<file path="config.mk">
export PLATFORM = sky130hd
export DESIGN_NAME = clkbuf_regfile
export DESIGN_NICKNAME = d
export VERILOG_FILES = /design/src/rtl/clkbuf_regs_pkg.sv /design/src/rtl/clkbuf_reg_ctrl.sv /design/src/rtl/clkbuf_reg_dp.sv /design/src/rtl/clkbuf_regfile.sv
export SDC_FILE = /design/constraint.sdc
export NUM_CORES = 1
export LEC_CHECK = 0
export ABC_AREA = 0
export CAP_MARGIN = 20
export CORE_ASPECT_RATIO = 1.25
export CORE_MARGIN = 4
export CORE_UTILIZATION = 35
export DETAILED_ROUTE_END_ITERATION = 8
export SYNTH_ARGS = -nofsm -noshare
export SYNTH_HDL_FRONTEND = slang
export SYNTH_SLANG_ARGS = --single-unit
</file>
<file path="constraint.sdc">
create_clock -name clk -period 3.7 [get_ports clk]
set_input_delay 0.37 -clock clk [delete_from_list [all_inputs] [get_ports clk]]
set_output_delay 0.37 -clock clk [all_outputs]
set_load 0.02 [all_outputs]
</file>
<file path="src/rtl/clkbuf_regs_pkg.sv">
`timescale 1ns/1ps
package clkbuf_regs_pkg;
  localparam int DW = 8;
  localparam int AW = 8;

  typedef struct packed {
    logic [AW-1:0] addr;
    logic [DW-1:0] wmask;
    logic [DW-1:0] rstVal;
  } ctrlDesc_t;

  localparam int NUM_CTRL = 13;
  // entry index = position in cfgRegs
  localparam ctrlDesc_t CTRL_MAP [NUM_CTRL] = '{
    '{8'h00, 8'hEE, 8'hEE},  // enables, outputs 2..7
    '{8'h01, 8'h24, 8'h24},  // enables, outputs 0..1
    '{8'h04, 8'h10, 8'h10},  // automatic disable on loss
    '{8'h07, 8'h1F, 8'h07},  // block-read byte count
    '{8'h08, 8'hEE, 8'h00},  // side-band masks, outputs 2..7
    '{8'h09, 8'h24, 8'h00},  // side-band masks, outputs 0..1
    '{8'h11, 8'hF0, 8'h60},  // amplitude code
    '{8'h12, 8'hC8, 8'h08},  // input coupling, termination, keep-config
    '{8'h14, 8'hEE, 8'hEE},  // slew select high bit, outputs 2..7
    '{8'h15, 8'h24, 8'h24},  // slew select high bit, outputs 0..1
    '{8'h5B, 8'hFF, 8'h60},  // slew option codes A/B
    '{8'h5C, 8'hFF, 8'hFA},  // slew option codes C/D
    '{8'h62, 8'hFF, 8'h00}   // slew select low bits
  };
  localparam int IDX_EN_HI = 0;
  localparam int IDX_EN_LO = 1;

  localparam logic [AW-1:0] ADDR_PERM_LOCK = 8'h26;
  localparam logic [AW-1:0] ADDR_LOCK_EVT  = 8'h27;
  localparam logic [AW-1:0] ADDR_IN_CFG    = 8'h12;
  localparam logic [AW-1:0] ADDR_ID_LO     = 8'h05;
  localparam logic [AW-1:0] ADDR_ID_HI     = 8'h06;
  localparam logic [DW-1:0] ID_LO_VAL      = 8'h0A;
  localparam logic [DW-1:0] ID_HI_VAL      = 8'h08;

  typedef struct packed {
    logic [NUM_CTRL-1:0] regWe;
    logic                permSet;
    logic                softToggle;
    logic                lossClr;
    logic                rdStb;
    logic [DW-1:0]       wData;
    logic [AW-1:0]       rAddr;
  } regStrobe_t;
endpackage

</file>
<file path="src/rtl/clkbuf_reg_ctrl.sv">
`timescale 1ns/1ps
module clkbuf_reg_ctrl
  import clkbuf_regs_pkg::*;
(
  input  logic          wrEn,
  input  logic          rdEn,
  input  logic [AW-1:0] addr,
  input  logic [DW-1:0] wrData,
  input  logic          permLock,
  input  logic          softLock,
  output regStrobe_t    strb
);
  logic locked;

  always_comb begin
    locked = permLock | softLock;
    strb = '0;
    strb.wData = wrData;
    strb.rAddr = addr;
    strb.rdStb = rdEn;
    if (wrEn) begin
      if (addr == ADDR_PERM_LOCK) begin
        strb.permSet = wrData[0];
      end else if (addr == ADDR_LOCK_EVT) begin
        strb.softToggle = wrData[0];
        strb.lossClr    = wrData[1];
      end else if (!locked) begin
        for (int i = 0; i < NUM_CTRL; i++)
          strb.regWe[i] = (addr == CTRL_MAP[i].addr);
      end
    end
  end
endmodule

</file>
<file path="src/rtl/clkbuf_reg_dp.sv">
`timescale 1ns/1ps
module clkbuf_reg_dp
  import clkbuf_regs_pkg::*;
(
  input  logic                   clk,
  input  logic                   rstN,
  input  regStrobe_t             strb,
  input  logic                   lossN,
  output logic                   permLock,
  output logic                   softLock,
  output logic                   lossEvt,
  output logic [DW-1:0]          rdData,
  output logic [NUM_CTRL*DW-1:0] ctrlFlat
);
  logic [DW-1:0] rdNext;

  for (genvar g = 0; g < NUM_CTRL; g++) begin : gCtrl
    logic [DW-1:0] q;
    always_ff @(posedge clk) begin
      if (!rstN)               q <= CTRL_MAP[g].rstVal;
      else if (strb.regWe[g])  q <= strb.wData & CTRL_MAP[g].wmask;
    end
    assign ctrlFlat[g*DW +: DW] = q;
  end

  always_ff @(posedge clk) begin
    if (!rstN) begin
      permLock <= 1'b0;
      softLock <= 1'b0;
      lossEvt  <= 1'b0;
    end else begin
      if (strb.permSet)    permLock <= 1'b1;
      if (strb.softToggle) softLock <= !softLock;
      lossEvt <= !lossN | (lossEvt & !strb.lossClr);
    end
  end

  always_comb begin
    rdNext = '0;
    case (strb.rAddr)
      ADDR_ID_LO:     rdNext = ID_LO_VAL;
      ADDR_ID_HI:     rdNext = ID_HI_VAL;
      ADDR_PERM_LOCK: rdNext = {{(DW-1){1'b0}}, permLock};
      ADDR_LOCK_EVT:  rdNext = {{(DW-2){1'b0}}, lossEvt, softLock};
      default: begin
        for (int i = 0; i < NUM_CTRL; i++)
          if (strb.rAddr == CTRL_MAP[i].addr) rdNext = ctrlFlat[i*DW +: DW];
        if (strb.rAddr == ADDR_IN_CFG) rdNext[0] = lossN;
      end
    endcase
  end

  always_ff @(posedge clk) begin
    if (!rstN)           rdData <= '0;
    else if (strb.rdStb) rdData <= rdNext;
  end

  a_r4_perm_lock_sticky: assert property (@(posedge clk) disable iff (!rstN)
    permLock |=> permLock);
  a_r5_soft_lock_hold: assert property (@(posedge clk) disable iff (!rstN)
    !strb.softToggle |=> $stable(softLock));
  a_r6_locked_cfg_frozen: assert property (@(posedge clk) disable iff (!rstN)
    (permLock || softLock) |=> $stable(ctrlFlat));
  a_r7_loss_sets: assert property (@(posedge clk) disable iff (!rstN)
    !lossN |=> lossEvt);
  a_r7_loss_sticky: assert property (@(posedge clk) disable iff (!rstN)
    (lossEvt && !strb.lossClr) |=> lossEvt);
  a_r3_read_hold: assert property (@(posedge clk) disable iff (!rstN)
    !strb.rdStb |=> $stable(rdData));
  a_r2_single_target: assert property (@(posedge clk) disable iff (!rstN)
    $onehot0(strb.regWe));
endmodule

</file>
<file path="src/rtl/clkbuf_regfile.sv">
`timescale 1ns/1ps
module clkbuf_regfile
  import clkbuf_regs_pkg::*;
(
  input  logic                   clk,
  input  logic                   rstN,
  input  logic                   wrEn,
  input  logic                   rdEn,
  input  logic [AW-1:0]          addr,
  input  logic [DW-1:0]          wrData,
  input  logic                   lossN,
  output logic [DW-1:0]          rdData,
  output logic [7:0]             outEn,
  output logic [NUM_CTRL*DW-1:0] cfgRegs,
  output logic                   lossEvent,
  output logic                   writeLocked
);
  regStrobe_t    strb;
  logic          permLock;
  logic          softLock;
  logic [DW-1:0] enHi;
  logic [DW-1:0] enLo;

  clkbuf_reg_ctrl uCtrl (
    .wrEn(wrEn), .rdEn(rdEn), .addr(addr), .wrData(wrData),
    .permLock(permLock), .softLock(softLock), .strb(strb)
  );

  clkbuf_reg_dp uDp (
    .clk(clk), .rstN(rstN), .strb(strb), .lossN(lossN),
    .permLock(permLock), .softLock(softLock), .lossEvt(lossEvent),
    .rdData(rdData), .ctrlFlat(cfgRegs)
  );

  assign enHi = cfgRegs[IDX_EN_HI*DW +: DW];
  assign enLo = cfgRegs[IDX_EN_LO*DW +: DW];
  // output k enable
  assign outEn = {enHi[1], enHi[2], enHi[3], enHi[5], enHi[6], enHi[7],
                  enLo[2], enLo[5]};
  assign writeLocked = permLock | softLock;
endmodule

</file>
# Yosys cells after proc, flatten, opt, wreduce, memory -nomap -nowiden

Index checks and enable logic that the tools add are counted.

Output and inout port bits: 122
Bits of input ports: 21
Register bits: 72
Logic and storage cells: 62

Muxes and demuxes: 22
Equality and inequality tests: 16
Bitwise gates (word level): 3
Reduce and logical (&&, ||, !) cells: 4

Operator list:

| kind                                                             | number |
|---|---|
| 8-bit two-way mux                                                | 13 |
| 13-bit two-way mux                                               | 3 |
| 8-bit by 3-bit == test with 1-bit output (second input constant) | 4 |
| 8-bit by 5-bit == test with 1-bit output (second input constant) | 4 |
| 8-bit one-hot mux with 4 select lines                            | 1 |
| 8-bit by 7-bit == test with 1-bit output (second input constant) | 3 |
| 8-bit by 4-bit == test with 1-bit output (second input constant) | 2 |
| 8-bit by 6-bit == test with 1-bit output (second input constant) | 2 |
| 16-bit two-way mux                                               | 1 |
| 8-bit by 1-bit == test with 1-bit output (second input constant) | 1 |
| 8-bit zero test                                                  | 1 |
| 2-bit two-way mux                                                | 2 |
| 1-bit zero test                                                  | 3 |
| 1-bit two-way mux                                                | 2 |
| 1-bit bitwise OR                                                 | 2 |
| 1-bit AND                                                        | 1 |

# Logic depth before layout (Yosys ltp)

Gate-level depths: netlist (run 1).

Word-level depth: 16
Gate-level depth with buffers: 8
Gate-level depth less buffers: 5

# Modules after synthesis

From an unflattened synthesis (run 1), not the netlist that was laid out.

Cells, all modules: 500
Area, all modules: 4,465.5 um2

Modules (own cells, without submodules):

| module          | area an instance (um2) | cells each | times used |
|---|---|---|---|
| clkbuf_reg_dp   | 4,020.1                | 437        | 1 |
| clkbuf_reg_ctrl | 379.1                  | 54         | 1 |
| clkbuf_regfile  | 66.3                   | 9          | 1 |

# Worst setup path before layout (run 1)

Ideal clock, no wire load.

Path kind: input -> register
Start point: input addr[6]
End point: register uDp.rdData[2]
Path slack: 1.548 ns
Data arrival time: 2.062 ns
Data required time: 3.609 ns
Setup time: 0.091 ns
Cell stages on the path: 7
Cell sequence: buf_2 or4b_1 buf_4 or4_4 nand3_1 o2111ai_1 a311oi_1

Longest elaborated chain between the ends: 15
Elaborated cells on any way between the ends: 31

Ends and longest elaborated chain:

| what                                    | RTL line            | source |
|---|---|---|
| start: declaration                      | clkbuf_regfile.sv:9 | `input logic [AW-1:0] addr,` |
| 8-bit zero test                         | clkbuf_reg_dp.sv:47 | `if (strb.rAddr == CTRL_MAP[i].addr) rdNext = ctrlFlat[i*DW +: DW];` |
| 8-bit two-way mux (13 in a row)         | clkbuf_reg_dp.sv:47 |  |
| 8-bit one-hot mux with 4 select lines * | clkbuf_reg_dp.sv:40 | `case (strb.rAddr)` |
| end signal: assignment                  | clkbuf_reg_dp.sv:55 | `else if (strb.rdStb) rdData <= rdNext;` |
| end: declaration                        | clkbuf_reg_dp.sv:12 | `output logic [DW-1:0] rdData,` |

Mark *: on every way between the ends. The rest lies on a longest branch, timed or not.
A chain may end at the register's enable or synchronous reset.

# Final worst setup path (run 1)

Start point: input addr[2]
End point: register uDp.gCtrl[11].q[7]

Longest elaborated chain between the ends: 5
Elaborated cells on any way between the ends: 7

Ends and longest elaborated chain:

| what                                     | RTL line              | source |
|---|---|---|
| 8-bit by 7-bit == test with 1-bit output | clkbuf_reg_ctrl.sv:29 | `strb.regWe[i] = (addr == CTRL_MAP[i].addr);` |
| 13-bit two-way mux                       | clkbuf_reg_ctrl.sv:27 | `end else if (!locked) begin` |
| 13-bit two-way mux                       | clkbuf_reg_ctrl.sv:24 | `end else if (addr == ADDR_LOCK_EVT) begin` |
| 13-bit two-way mux *                     | clkbuf_reg_ctrl.sv:22 | `if (addr == ADDR_PERM_LOCK) begin` |
| 16-bit two-way mux *                     | clkbuf_reg_ctrl.sv:21 | `if (wrEn) begin` |
| end signal: assignment                   | clkbuf_reg_dp.sv:20   | `if (!rstN) q <= CTRL_MAP[g].rstVal;` |
| end signal: assignment                   | clkbuf_reg_dp.sv:21   | `else if (strb.regWe[g]) q <= strb.wData & CTRL_MAP[g].wmask;` |
| end: declaration                         | clkbuf_reg_dp.sv:18   | `logic [DW-1:0] q;` |

Marked as above.

==> summary.txt, run 1 <==
Floorplan
  – Total I/O pin count: 143
  – Core Region: 11140 sq um
  – Die ar.: 13240 sq um
  – Die W: 103.7 um
  – Site Rows: 43
  – Initial Utilization: 0.3600
  – Chip Height: 127.7 um

Clock tree
  – CTS root buf: clkbuf_16
  – Clk Latency, worst-skew pair: 340 ps
  – CTS tree: yes
  – CTS H-tree depth: 3
  – Worst-path clk slew: 50 ps
  – Post-CTS Hold Buffers: 0
  – Post-CTS setup buffers: 0
  – Post-CTS Resized: 0
  – Clock sink count: 72
  – Deepest clock path buffer count: 2
  – CTS buffer count: 9

Power and ir drop
  – Power Dens Cells: 352.2 nW/um^2
  – Static Leak: 2.005 nW
  – Max VDD drop: 170.3 uV

Cells and area
  – Most common cell after layout, fill and taps aside: clkdlybuf4s50_1
  – Commonest cells after routing, fill and taps aside: clkdlybuf4s50_1 (98), nand2_1 (80), dfxtp_1 (72)
  – Multi-input gate area: 2185 sq um
  – Flip-flop and latch area: 1441 sq um
  – Design area: 5140 sq um
  – Area added between synthesis and finish: 28.21%
  – ANT cells: 0
  – Share of cells above drive strength 1: 0.07155
  – Final nets: 591
  – FILL cells: 1111

Critical path
  – Critical path startpoint category: input pin
  – CP Capture Type: flip-flop
  – CP startpoint: addr[2]
  – CP bufs+invs: 1
  – Crit path cell chain: clkdlybuf4s50_1 > nor3b_1 > and3_1 > nand2_1 > nand2_1 > nand3_1
  – Most frequent CP cell: nand2_1
  – Slowest CP cell: clkdlybuf4s50_1
  – Crit path to: uDp.gCtrl[11].q[7]$_SDFFE_PN1P_
  – Worst stage delay on the critical path: 880 ps
  – R2r worst-path depth: 6
  – Crit path max fanout: 18
  – WP data required: 3880 ps
  – Reg2reg end: uDp.gCtrl[3].q[1]$_SDFFE_PN1P_
  – WS Path Type: in2reg
  – Reg-to-reg critical path startpoint: uDp.permLock$_SDFFE_PN0P_
  – Cell family with most CP delay: simple AND/OR/NAND/NOR gates
  – WP depth: 6
  – Flop2flop setup slack: 1290 ps
  – Critical Path AT: 2960 ps

Route
  – WL final: 13660 um
  – Initial DRC Count: 323
  – DRC: 0
  – Via count: 3877
  – WL per Instance: 19.29 um
  – Remaining antenna violation count after routing: 0
  – Drt via density: 5.476
  – DR pass1 iterations: 7

Yosys
  – Synth area leaders: dfxtp_1 (36%), buf_4 (9.7%), nand3_1 (8.2%), nand2_1 (7.5%), mux2i_1 (5.0%)
  – Simple-Gate Fraction of Synth Area: 0.2821
  – Area fraction of the dominant cell type after synthesis: 0.3596
  – Largest family of logic cells by synthesized area: simple AND/OR/NAND/NOR gates
  – XOR/XNOR share of the synthesized area: 0.006554
  – Synth Area per Inst: 8.082 sq um
  – Most common flop cell mapped by yosys: dfxtp_1
  – Adder-cell share of the synthesized area: 0
  – Synth cell types: 64
  – Post-synthesis async set-or-reset flop share: 0
  – Compound-Gate Fraction of Synth Area: 0.1532
  – Cells after Synth: 496
  – Yosys warning count: 0
  – Cell area after synthesis: 4009 sq um
  – Mux share of post-synthesis cell area: 0.06117
  – Seq/Total Area, Yosys: 0.3596
  – Largest area contributor in the netlist: dfxtp_1
  – Count of flip-flops with a built-in enable after synthesis: 0
  – Seq cells post-synth: 72

STA
  – Sum Neg Setup Slack: 0 ps
  – RSZ-0062 raised after global routing: no
  – Min Hold Slack: 249.4 ps
  – Worst-margin pin slew: 821.1 ps
  – Crit share post-route: 0.7509
  – Pins Over Slew Limit: 0
  – Final Critical Period: 2778 ps
  – Slew margin rel.: 0.4468
  – Final setup margin: 921.8 ps
  – Max Clock Skew: 3.254 ps
  – Final hold vios: 0
  – Max Clk Rate: 359.9 MHz
  – Final setup viols: 0

Placement
  – Dpl cell area: 4863 sq um
  – GPL Wtd Cong: 0.8851
  – DP Worst Slack: 644.2 ps
  – Buffers on Ports: 99
  – Dpl hpwl: 9978 um

Global routing
  – Initial antenna violation count: 0
  – GRT Util Overall: 0.2034
  – Number of global-route vias before repair: 3687
  – Largest net degree at the start of global routing: 68
  – Gr ovfl total: 0
  – First-pass GRT wire length: 21180 um

Status
  – Outcome: finished, final reports clean

Min path
  – Path category of the worst min-delay check: in2reg

Flow run
  – Max_cap viols: 0
[cells by family (layout without fill, tap and decap cells)]
group           after synthesis  after routing
simple gates                220            220
compound gates               85             85
flops                        72             72
buf+inv                      91            126
xor+xnor                      3              3
mux                          24             24
other cells                   1             43
[through the flow]
| stage | power [W] | std cells | utilization |
|---|---|---|---|
| floorplan | 0.0009583 | 538 | - |
| CTS | 0.001812 | 708 | 0.4615 |
| finish | 0.001810 | 708 | 0.4615 |
| global placement | 0.0009865 | 694 | 0.4367 |
| detailed placement | 0.0009870 | 694 | 0.4367 |
| global route | 0.001859 | 708 | 0.4615 |
[metal layers]
metal	track usage	wire, um	vias up
li1	-	-	1817
met1	0.2620	5857	1857
met3	0.03929	919	28
met4	0.08998	416	0
met2	0.3332	6464	175
met5	0	0	-
[power by group]
group,switching (W),leakage (nW),internal [W]
Sequential,0.00000294,0.582,0.000779
Combinational,0.000136,1.29,0.0000563
Clock,0.000325,0.134,0.000512
Total,0.000464,2.00,0.00135
[area by class of cell]
| type | instances | area share |
|---|---|---|
| sequential | 72 | 0.2804 |
| tap | 135 | 0.03286 |
| multi-input combinational | 375 | 0.4250 |
| clock inverter | 4 | 0.009250 |
| timing repair buffer | 108 | 0.2050 |
| clock buffer | 10 | 0.04455 |
| inverter | 4 | 0.002921 |
[synthesized netlist by cell type (4+ instances only)]
| cell type | count |
|---|---|
| dfxtp_1 | 72 |
| nor2b_1 | 6 |
| nand3_1 | 66 |
| o21ai_0 | 16 |
| nand2b_1 | 6 |
| a221o_1 | 4 |
| mux2_2 | 4 |
| a21oi_1 | 11 |
| nor2_1 | 18 |
| a31oi_1 | 6 |
| a22oi_1 | 5 |
| nand2_1 | 80 |
| mux2i_1 | 20 |
| clkbuf_1 | 27 |
| buf_4 | 52 |
| a21boi_0 | 16 |
| o211ai_1 | 4 |
| nor3_1 | 5 |
| buf_1 | 5 |
[worst min-delay path by stage]
stage | slack [ps] | to | startpoint | cells past startpoint
after floorplan | 460 | uDp.lossEvt$_SDFF_PN0_ | lossN | 1
after global placement | 470 | uDp.lossEvt$_SDFF_PN0_ | uDp.lossEvt$_SDFF_PN0_ | 2
after detailed placement | 480 | uDp.gCtrl[11].q[2]$_SDFFE_PN0P_ | uDp.gCtrl[11].q[2]$_SDFFE_PN0P_ | 2
after CTS | 250 | uDp.gCtrl[11].q[1]$_SDFFE_PN1P_ | rstN | 2
after global routing | 260 | uDp.gCtrl[11].q[1]$_SDFFE_PN1P_ | rstN | 2
final | 250 | uDp.gCtrl[11].q[1]$_SDFFE_PN1P_ | rstN | 2
[state kept, by name, indices dropped and copies added, names as in the netlist]
signal / count
uDp.lossEvt: 1
uDp.gCtrl.q: 61
uDp.permLock: 1
uDp.softLock: 1
uDp.rdData: 8
(Power assumes the default switching activity.)
==> run 2: changes to the inputs <==
clock period = 2.7 ns   (was 3.7 ns; I/O delays follow)
==> run 2 against run 1 <==
Register-to-register slack got worse by 630 ps. Highest routed layer unchanged. Count of clock-buffer cells in the layout rose by 1. Non-clock buffer count rose by 15. Critical path depth rose by 1. Total power rose by 42%. Combinational power rose by 43%. Wire length rose by 1.3%. Clock skew rose by 0.99 ps. Utilization rose by 1.4 points. Die area did not move. Sequential share of layout area fell by 0.83 points. Via count rose by 2.2%.
==> summary.txt, run 2 (synthesis results as in run 1) <==
Cells and area
  – Design area: 5296 sq um
  – Final nets: 606
  – Most common cell after layout, fill and taps aside: clkdlybuf4s50_1
  – ANT cells: 0
  – Fin util: 0.4756
  – Share of cells above drive strength 1: 0.1000
  – Multi-input gate area: 2185 sq um
  – Commonest cells after routing, fill and taps aside: clkdlybuf4s50_1 (98), nand2_1 (80), dfxtp_1 (72)
  – Number of flip-flops under the largest register name: 61
  – FILL cells: 1099
  – Area added between synthesis and finish: 32.12%
  – Biggest register: uDp.gCtrl.q
  – Flip-flop and latch area: 1441 sq um
  – Largest registers: uDp.gCtrl.q (61), uDp.rdData (8)

Flow run
  – Max_cap viols: 0

Placement
  – Buffers on Ports: 99
  – Dpl cell area: 4989 sq um
  – Dpl hpwl: 9928 um
  – GPL Wtd Cong: 0.8702

Critical path
  – Critical Path AT: 2600 ps
  – WS Path Type: in2reg
  – WP data required: 2950 ps
  – Flop2flop setup slack: 660 ps
  – CP bufs+invs: 2
  – Cell family with most CP delay: simple AND/OR/NAND/NOR gates
  – Crit path cell chain: clkdlybuf4s50_1 > or4b_1 > buf_4 > or4_4 > o21ai_0 > o2111ai_1 > a311oi_1
  – CP Capture Type: flip-flop
  – Critical path startpoint category: input pin
  – R2r worst-path depth: 6
  – Reg2reg end: uDp.gCtrl[11].q[2]$_SDFFE_PN0P_
  – Worst stage delay on the critical path: 600 ps
  – Reg-to-reg critical path startpoint: uDp.permLock$_SDFFE_PN0P_
  – Slowest CP cell: clkdlybuf4s50_1
  – Crit path max fanout: 9

Min path
  – Hold path startpoint: rstN
  – Path category of the worst min-delay check: in2reg
  – Worst hold path depth: 3
  – Hold endpoint: uDp.gCtrl[7].q[6]$_SDFFE_PN0P_

Clock tree
  – Clk Latency, worst-skew pair: 340 ps
  – CTS H-tree depth: 3
  – Post-CTS Hold Buffers: 0
  – Clock sink count: 72
  – Post-CTS setup buffers: 0
  – CTS root buf: clkbuf_16
  – CTS buffer count: 9
  – Worst-path clk slew: 60 ps
  – Post-CTS Resized: 0
  – CTS tree: yes
  – Deepest clock path buffer count: 2

Floorplan
  – Total I/O pin count: 143
  – Chip Height: 127.7 um
  – Core Region: 11140 sq um
  – Die ar.: 13240 sq um
  – Site Rows: 43
  – Initial Utilization: 0.3600
  – Die W: 103.7 um

Power and ir drop
  – Internal power: 0.001915 W
  – Max VDD drop: 284.1 uV
  – Part of the power in registers: 0.417
  – Clk pwr share: 0.476
  – Total power: 0.002567 W
  – Power Dens Cells: 484.7 nW/um^2
  – Static Leak: 2.096 nW
  – Combinational Power Share: 0.107
  – Switch Pwr: 0.0006521 W
  – Switching Share: 0.2540

Route
  – Initial DRC Count: 265
  – DRC: 0
  – Drt via density: 5.466
  – WL final: 13830 um
  – Via count: 3963
  – DR pass1 iterations: 5
  – Remaining antenna violation count after routing: 0
  – WL per Instance: 19.07 um

Global routing
  – GRT Util Overall: 0.2064
  – Largest net degree at the start of global routing: 70
  – Gr ovfl total: 0
  – Number of global-route vias before repair: 3858
  – Initial antenna violation count: 0
  – First-pass GRT wire length: 21500 um

STA
  – Pins Over Slew Limit: 0
  – Sum Neg Setup Slack: 0 ps
  – Final Critical Period: 2346 ps
  – Final setup viols: 0
  – Crit share post-route: 0.8688
  – Final hold vios: 0
  – Max Clk Rate: 426.3 MHz
  – Worst-margin pin slew: 671.9 ps
  – Min Hold Slack: 454.2 ps
  – Slew margin rel.: 0.5520
  – Max Clock Skew: 4.242 ps
  – RSZ-0062 raised after global routing: no

Status
  – Outcome: finished, final reports clean
==> run 2: power by group through the flow <==
| stage | Combinational (W) | Clock, W | Sequential (W) |
|---|---|---|---|
| after global placement | 0.000267 | 0 | 0.00109 |
| after detailed placement | 0.000269 | 0 | 0.00109 |
| final | 0.000275 | 0.00122 | 0.00107 |
| after global routing | 0.000293 | 0.00129 | 0.00107 |
| after floorplan | 0.000215 | 0 | 0.00110 |
| after CTS | 0.000271 | 0.00124 | 0.00107 |
==> run 2: worst max-delay path by stage <==
stage	to	slack (ps)	start	cells after the start
2_1_floorplan	uDp.rdData[2]$_SDFFE_PN0P_	650	addr[6]	7
3_3_place_gp	uDp.rdData[2]$_SDFFE_PN0P_	90	addr[4]	7
3_5_place_dp	uDp.rdData[2]$_SDFFE_PN0P_	40	addr[4]	7
4_1_cts	uDp.rdData[2]$_SDFFE_PN0P_	400	addr[4]	7
5_1_grt	uDp.rdData[2]$_SDFFE_PN0P_	250	addr[4]	7
6_report	uDp.rdData[2]$_SDFFE_PN0P_	350	addr[4]	7
==> run 2: worst min-delay path: cells and delay by family <==
family | cells | cell delay (ps)
AND/OR/NAND/NOR | 1 | 160
buffers and inverters | 2 | 330
==> run 2: layer usage <==
metal	vias up	part of all wire	global-route usage
li1	1848	-	-
met1	1865	0.41	0.2523
met2	204	0.47	0.3390
met3	46	0.068	0.03375
met4	0	0.050	0.1330
met5	-	0	0
==> run 2: final cells by class <==
| type | instances | area share |
|---|---|---|
| Sequential cell | 72 | 0.2721 |
| Timing Repair Buffer | 123 | 0.2225 |
| Clock inverter | 5 | 0.01039 |
| Inverter | 4 | 0.002835 |
| Clock buffer | 11 | 0.04772 |
| Multi-Input combinational cell | 375 | 0.4125 |
| Tap cell | 135 | 0.03189 |
==> run 2: per-stage QoR <==
step	std cells	setup slack, ps
global placement	709	93.22
detailed placement	709	41.74
global route	725	252.8
floorplan	538	647.5
finish	725	354.3
CTS	725	398.2
